===== config.mk =====
export PLATFORM = sky130hd
export DESIGN_NAME = hzu_top
export DESIGN_NICKNAME = d
export VERILOG_FILES = /design/src/rtl/hzu_pkg.sv /design/src/rtl/hzu_decode.sv /design/src/rtl/hzu_track.sv /design/src/rtl/hzu_fwd.sv /design/src/rtl/hzu_ldstall.sv /design/src/rtl/hzu_top.sv
export SDC_FILE = /design/constraint.sdc
export NUM_CORES = 1
export LEC_CHECK = 0
export BUFFER_PORTS_ARGS = -buffer_cell sky130_fd_sc_hd__buf_2
export CAP_MARGIN = 20
export CORE_MARGIN = 3
export CORE_UTILIZATION = 46
export DETAILED_ROUTE_END_ITERATION = 8
export PLACE_DENSITY = 0.77
export SLEW_MARGIN = 20
export SYNTH_ARGS = -nofsm -noshare
export SYNTH_HDL_FRONTEND = slang
export SYNTH_SLANG_ARGS = --single-unit

===== constraint.sdc =====
create_clock -name clk -period 1.6 [get_ports clk]
set_input_delay 0 -clock clk [delete_from_list [all_inputs] [get_ports clk]]
set_output_delay 0 -clock clk [all_outputs]
set_load 0.005 [all_outputs]

===== src/rtl/hzu_pkg.sv =====
package hzu_pkg;

  localparam int unsigned INSTR_W = 32;
  localparam int unsigned NREG    = 8;
  localparam int unsigned RIDX_W  = $clog2(NREG);

  // field positions inside the instruction word
  localparam int OPC_HI = 31;
  localparam int OPC_LO = 28;
  localparam int RS_LO  = 25;
  localparam int RT_LO  = 22;
  localparam int RD_LO  = 19;

  typedef enum logic [3:0] {
    OP_NOP    = 4'd0,
    OP_ALU    = 4'd1,
    OP_ALUI   = 4'd2,
    OP_LOAD   = 4'd3,
    OP_STORE  = 4'd4,
    OP_BRANCH = 4'd5,
    OP_JUMP   = 4'd6
  } opc_e;

  typedef enum logic [1:0] {
    FWD_RF    = 2'b00,
    FWD_EXMEM = 2'b01,
    FWD_MEMWB = 2'b10
  } fwd_e;

  // hazard view of one instruction in ID/EX
  typedef struct packed {
    logic              rd_rs;
    logic              rd_rt;
    logic [RIDX_W-1:0] rs;
    logic [RIDX_W-1:0] rt;
    logic              wr;
    logic              ld;
    logic [RIDX_W-1:0] dst;
  } hctl_t;

  // what later stages keep: only the write target
  typedef struct packed {
    logic              wr;
    logic [RIDX_W-1:0] dst;
  } hwr_t;

  // younger producer first, then older, else register file
  function automatic logic [1:0] fwd_pick(
    input logic              need,
    input logic [RIDX_W-1:0] src,
    input logic              near_wr,
    input logic [RIDX_W-1:0] near_dst,
    input logic              far_wr,
    input logic [RIDX_W-1:0] far_dst
  );
    if (need && near_wr && (near_dst == src)) return FWD_EXMEM;
    if (need && far_wr && (far_dst == src))   return FWD_MEMWB;
    return FWD_RF;
  endfunction

  // a writing load whose target is read by the next instruction
  function automatic logic load_use(
    input logic              prod_ld,
    input logic              prod_wr,
    input logic [RIDX_W-1:0] prod_dst,
    input logic              use_s,
    input logic [RIDX_W-1:0] s_idx,
    input logic              use_t,
    input logic [RIDX_W-1:0] t_idx
  );
    return prod_ld && prod_wr &&
           ((use_s && (s_idx == prod_dst)) || (use_t && (t_idx == prod_dst)));
  endfunction

endpackage


===== src/rtl/hzu_decode.sv =====
module hzu_decode
  import hzu_pkg::*;
(
  input  logic [OPC_HI:RD_LO] hdr,
  output hctl_t               ctl
);

  opc_e              op;
  logic [RIDX_W-1:0] f_s;
  logic [RIDX_W-1:0] f_t;
  logic [RIDX_W-1:0] f_d;

  assign op  = opc_e'(hdr[OPC_HI:OPC_LO]);
  assign f_s = hdr[RS_LO +: RIDX_W];
  assign f_t = hdr[RT_LO +: RIDX_W];
  assign f_d = hdr[RD_LO +: RIDX_W];

  always_comb begin
    ctl       = '0;
    ctl.rs    = f_s;
    ctl.rt    = f_t;
    unique case (op)
      OP_ALU: begin
        ctl.rd_rs = 1'b1;
        ctl.rd_rt = 1'b1;
        ctl.wr    = 1'b1;
        ctl.dst   = f_d;
      end
      OP_ALUI: begin
        ctl.rd_rs = 1'b1;
        ctl.wr    = 1'b1;
        ctl.dst   = f_t;
      end
      OP_LOAD: begin
        ctl.rd_rs = 1'b1;
        ctl.wr    = 1'b1;
        ctl.ld    = 1'b1;
        ctl.dst   = f_t;
      end
      OP_STORE, OP_BRANCH: begin
        ctl.rd_rs = 1'b1;
        ctl.rd_rt = 1'b1;
      end
      default: ;
    endcase
  end

endmodule


===== src/rtl/hzu_track.sv =====
module hzu_track
  import hzu_pkg::*;
#(
  parameter int unsigned LATE_N = 2
)(
  input  logic                    clk,
  input  logic                    rst_n,
  input  hctl_t                   in_ctl,
  input  logic                    bubble,
  output hctl_t                   idex,
  output hwr_t [LATE_N-1:0]       late
);

  hctl_t             idex_q;
  hwr_t [LATE_N-1:0] late_q;

  always_ff @(posedge clk or negedge rst_n) begin
    if (!rst_n) begin
      idex_q <= '0;
      late_q <= '0;
    end else begin
      idex_q       <= bubble ? hctl_t'('0) : in_ctl;
      late_q[0].wr  <= idex_q.wr;
      late_q[0].dst <= idex_q.dst;
      for (int i = 1; i < int'(LATE_N); i++) begin
        late_q[i] <= late_q[i-1];
      end
    end
  end

  assign idex = idex_q;
  assign late = late_q;

endmodule


===== src/rtl/hzu_fwd.sv =====
module hzu_fwd
  import hzu_pkg::*;
(
  input  logic              need,
  input  logic [RIDX_W-1:0] src,
  input  logic              near_wr,
  input  logic [RIDX_W-1:0] near_dst,
  input  logic              far_wr,
  input  logic [RIDX_W-1:0] far_dst,
  output logic [1:0]        sel
);

  assign sel = fwd_pick(need, src, near_wr, near_dst, far_wr, far_dst);

endmodule


===== src/rtl/hzu_ldstall.sv =====
module hzu_ldstall
  import hzu_pkg::*;
(
  input  logic              prod_ld,
  input  logic              prod_wr,
  input  logic [RIDX_W-1:0] prod_dst,
  input  logic              use_s,
  input  logic [RIDX_W-1:0] s_idx,
  input  logic              use_t,
  input  logic [RIDX_W-1:0] t_idx,
  output logic              stall
);

  assign stall = load_use(prod_ld, prod_wr, prod_dst, use_s, s_idx, use_t, t_idx);

endmodule


===== src/rtl/hzu_top.sv =====
module hzu_top
  import hzu_pkg::*;
(
  input  logic               clk,
  input  logic               rst_n,
  input  logic [INSTR_W-1:0] ifid_instr,
  output logic [1:0]         fwd_a_sel,
  output logic [1:0]         fwd_b_sel,
  output logic               pc_hold,
  output logic               ifid_hold,
  output logic               nop_insert
);

  localparam int unsigned LATE_N = 2;  // EX/MEM, MEM/WB
  localparam int unsigned N_OPND = 2;  // operand A, operand B
  localparam int unsigned NEAR   = 0;
  localparam int unsigned FAR    = LATE_N - 1;

  hctl_t             dec_ctl;
  hctl_t             idex;
  hwr_t [LATE_N-1:0] late;
  logic              unused_low;

  // named internal events for the checker
  logic              stall_evt;
  logic              idx_ld;
  logic              idx_wr;
  logic              idx_rd_rs;
  logic              idx_rd_rt;
  logic [RIDX_W-1:0] idx_rs;
  logic [RIDX_W-1:0] idx_rt;
  logic [RIDX_W-1:0] idx_dst;
  logic              exm_wr;
  logic [RIDX_W-1:0] exm_dst;
  logic              mwb_wr;
  logic [RIDX_W-1:0] mwb_dst;

  logic              need_v [N_OPND];
  logic [RIDX_W-1:0] src_v  [N_OPND];
  logic [1:0]        sel_v  [N_OPND];

  assign unused_low = ^ifid_instr[RD_LO-1:0];

  hzu_decode u_dec (
    .hdr (ifid_instr[OPC_HI:RD_LO]),
    .ctl (dec_ctl)
  );

  hzu_track #(.LATE_N(LATE_N)) u_trk (
    .clk    (clk),
    .rst_n  (rst_n),
    .in_ctl (dec_ctl),
    .bubble (stall_evt),
    .idex   (idex),
    .late   (late)
  );

  assign idx_ld    = idex.ld;
  assign idx_wr    = idex.wr;
  assign idx_rd_rs = idex.rd_rs;
  assign idx_rd_rt = idex.rd_rt;
  assign idx_rs    = idex.rs;
  assign idx_rt    = idex.rt;
  assign idx_dst   = idex.dst;
  assign exm_wr    = late[NEAR].wr;
  assign exm_dst   = late[NEAR].dst;
  assign mwb_wr    = late[FAR].wr;
  assign mwb_dst   = late[FAR].dst;

  hzu_ldstall u_stall (
    .prod_ld  (idx_ld),
    .prod_wr  (idx_wr),
    .prod_dst (idx_dst),
    .use_s    (dec_ctl.rd_rs),
    .s_idx    (dec_ctl.rs),
    .use_t    (dec_ctl.rd_rt),
    .t_idx    (dec_ctl.rt),
    .stall    (stall_evt)
  );

  assign need_v[0] = idx_rd_rs;
  assign src_v[0]  = idx_rs;
  assign need_v[1] = idx_rd_rt;
  assign src_v[1]  = idx_rt;

  for (genvar g = 0; g < int'(N_OPND); g++) begin : g_opnd
    hzu_fwd u_fwd (
      .need     (need_v[g]),
      .src      (src_v[g]),
      .near_wr  (exm_wr),
      .near_dst (exm_dst),
      .far_wr   (mwb_wr),
      .far_dst  (mwb_dst),
      .sel      (sel_v[g])
    );
  end

  assign fwd_a_sel  = sel_v[0];
  assign fwd_b_sel  = sel_v[1];
  assign pc_hold    = stall_evt;
  assign ifid_hold  = stall_evt;
  assign nop_insert = stall_evt;

endmodule


==> results.py <==
metrics = {
    "outcome": {
        "status": "complete, but fails checks",
        "violations": "setup timing",
    },
    "global_routing": {
        "grt_max_degree": 22,
        "grt_pass1_vias": 763,
        "grt_remaining_overflow": 0,
        "antenna_found_initial": 0,
        "track_usage": 0.152,
        "grt_pass1_wl_mm": 3.02,
    },
    "drt": {
        "route.detailed.drc": 0,
        "drt_first_iter_violations": 1,
        "via_per_inst": 5.16,
        "wl_mm": 1.98,
        "first_pass_iters": 4,
        "vias": 743,
        "drtAntennaViolNets": 0,
        "routedWlPerCell_um": 13.7,
    },
    "yosys": {
        "async_flop_share": 1.00,
        "yosysTopAreaCellShare": 0.535,
        "yosys.area.top_type": "dfrtp_1",
        "avgSynthCellArea_sq_um": 11.8,
        "ys_warn_count": 0,
        "ys.flop_type": "dfrtp_1",
        "synth_cell_types": 21,
        "synth_nets": 117,
        "ys_seq_elements": 21,
        "synthTopCellsByArea": "dfrtp_1 54%, xnor2_1 8.9%, xor2_1 7.1%",
        "postSynthCellCount": 83,
        "seq_area_frac_synth": 0.535,
        "synthMostInstantiatedCell": "dfrtp_1",
        "synth_area_sq_um": 982,
        "synth_edf_count": 0,
        "synth_common_cells": "21 x dfrtp_1, 10 x xnor2_1, 8 x xor2_1",
    },
    "timing": {
        "period_share": 1.02,
        "min_period_ns": 1.62,
        "layout_setup_ws_ns": -0.0245,
        "max_freq_mhz": 616,
        "hold_viol_final": 0,
        "grt_setup_unrepaired": "yes",
        "drv_slew": 0,
        "slew_headroom": 0.693,
        "worst_pin_slew_ns": 0.461,
        "setup_viol": 3,
        "finalClockSkew_ns": 0.00219,
    },
    "floorplan": {
        "rows": 16,
        "dieWidth_um": 52.2,
        "design.die.area_sq_mm": 0.00273,
        "fp.coreArea_sq_mm": 0.00198,
        "initial_core_util": 0.496,
        "die_y_um": 52.2,
        "ioPinCount": 41,
    },
    "layout": {
        "fillers": 162,
        "antenna_cells": 0,
        "final_nets": 152,
        "final_cell_area_sq_mm": 0.00128,
        "area_delta_synth_final_pct": 30.1,
        "drive_gt1_frac": 0.325,
    },
    "placement": {
        "hpwl_mm": 1.48,
        "placed_cell_area_sq_mm": 0.00109,
        "gp_congestion": 0.688,
        "io_buffers": 21,
    },
    "setup_path": {
        "end_kind": "primary output",
        "cpMaxStageDelayCell": "dfrtp_1",
        "worstPathMaxFanout": 3,
        "critPathMaxStageDelay_ns": 0.43,
        "critical_path.top_delay_family": "flip-flops",
        "crit_chain": "xnor2_1 > nand3_2 > o22ai_2 > buf_6 > and2_4 > buf_2",
        "startpoint_type": "register",
        "worstSetupPathType": "register to primary output",
        "required_ns": 1.60,
        "ff2ff_path_depth": 5,
        "path_depth": 6,
        "crit_arrival_ns": 1.62,
        "crit_buf_inv": 2,
    },
    "clocking": {
        "clock-sinks": 21,
        "cts_tree": "done",
        "clk_path_buf_depth": 2,
        "clk_pin_slew_ns": 0.11,
        "cts_root_buf": "clkbuf_4",
        "clk_latency_ns": 0.29,
        "htree_levels": 1,
        "numCtsBuffers": 3,
    },
    "hold_path": {
        "min_path_type": "input port to register",
        "hold_depth": 3,
    },
    "flow_run": {
        "maxCapViolations": 0,
    },
    "pwr": {
        "peakVddDrop_uv": 425,
        "total_power_mw": 0.962,
        "leakage_nw": 0.583,
        "power.density_mw_per_mm2": 753,
    },
}
## per-stage QoR
| stage | worst slack (ns) | TNS (ns) | cells | utilization | hold slack [ns] |
|---|---|---|---|---|---|
| finish | -0.0245 | -0.0393 | 144 | 0.645 | 0.0306 |
| global route | -0.103 | -0.348 | 144 | 0.645 | 0.0168 |
| CTS | -0.0868 | -0.268 | 142 | 0.621 | -0.0204 |
| detailed placement | -0.00147 | -0.00147 | 128 | 0.552 | -0.0237 |
| global placement | 0.153 | 0 | 128 | 0.552 | -0.0341 |
| floorplan | 0.302 | 0 | 83 | - | -0.296 |
## placed cells by master (no fill, tap or decap)
master         instances
a2111oi_2              1
and2b_2                1
nor2_1                 2
o31ai_2                1
a21oi_1                5
dlygate4sd3_1         10
buf_2                 20
clkbuf_4               3
xnor2_2                3
dfrtp_1               20
dfrtp_2                1
nand3_2                1
clkbuf_1               1
and2_1                 1
xor2_1                 8
a21boi_0               6
nor3_1                 2
nor4_1                 2
nand3_1                6
buf_4                  3
o22ai_2                1
a2111oi_0              1
o21ai_0                4
a2111oi_1              1
xnor2_1                7
and2_4                 1
buf_6                  2
a22oi_1                3
## worst paths after layout
check	start	to	slack [ns]
min reg2reg	u_trk.idex[4]	u_trk.late[3]	0.39
max reg2reg	u_trk.idex[0]	u_trk.idex[1]	0.03
max in group asynchronous	rst_n	u_trk.idex[0]	1.09
min in group asynchronous	rst_n	u_trk.late[6]	0.18
max	u_trk.idex[1]	nop_insert	-0.02
min	ifid_instr[29]	u_trk.idex[3]	0.03
## where the power goes
part	internal, mW	switching, mW	total, mW
Combinational	0.0777	0.0690	0.147
Clock	0.0968	0.144	0.241
Sequential	0.554	0.0203	0.574
## final cells by class
cell class | instances | area [sq um] | share of cell area
clock buffers | 4 | 26.3 | 0.0206
multi-input cells | 57 | 445 | 0.349
flip-flops and latches | 21 | 527 | 0.412
well taps | 27 | 33.8 | 0.0264
repair buffers | 35 | 245 | 0.192
## worst register-to-register path: stages, from the launching register on
cell	delay (ns)
dfrtp_2	0.46
xnor2_2	0.14
nand3_1	0.13
o22ai_2	0.11
buf_4	0.18
a2111oi_1	0.42
## metal layers
metal / wire length (um) / vias to the layer above / global-route usage
li1: - / 363 / -
met1: 768 / 363 / 0.159
met2: 1150 / 17 / 0.299
met3: 58 / 0 / 0.0171
met4: 0 / 0 / 0.0638
met5: 0 / - / 0
## logic make-up (layout without fill, tap and decap cells)
family,Yosys count,after routing,synth area share
compound gates,23,23,0.173
xor+xnor,18,18,0.161
buf+inv,5,39,0.0420
flops,21,21,0.535
simple gates,16,16,0.0892
## what timing repair did
item	CTS	global route
hold buffers	9	1
hold endpoints to repair	31	1
endpoints found under the setup margin	4	5
resized for setup	3	6
pin swaps	3	4
buffers inserted	1	1
## flip-flops by register name (all words and copies together) (netlist names)
name / flops
u_trk.late: 8
u_trk.idex: 13
Power figures use the tool's default switching activity.
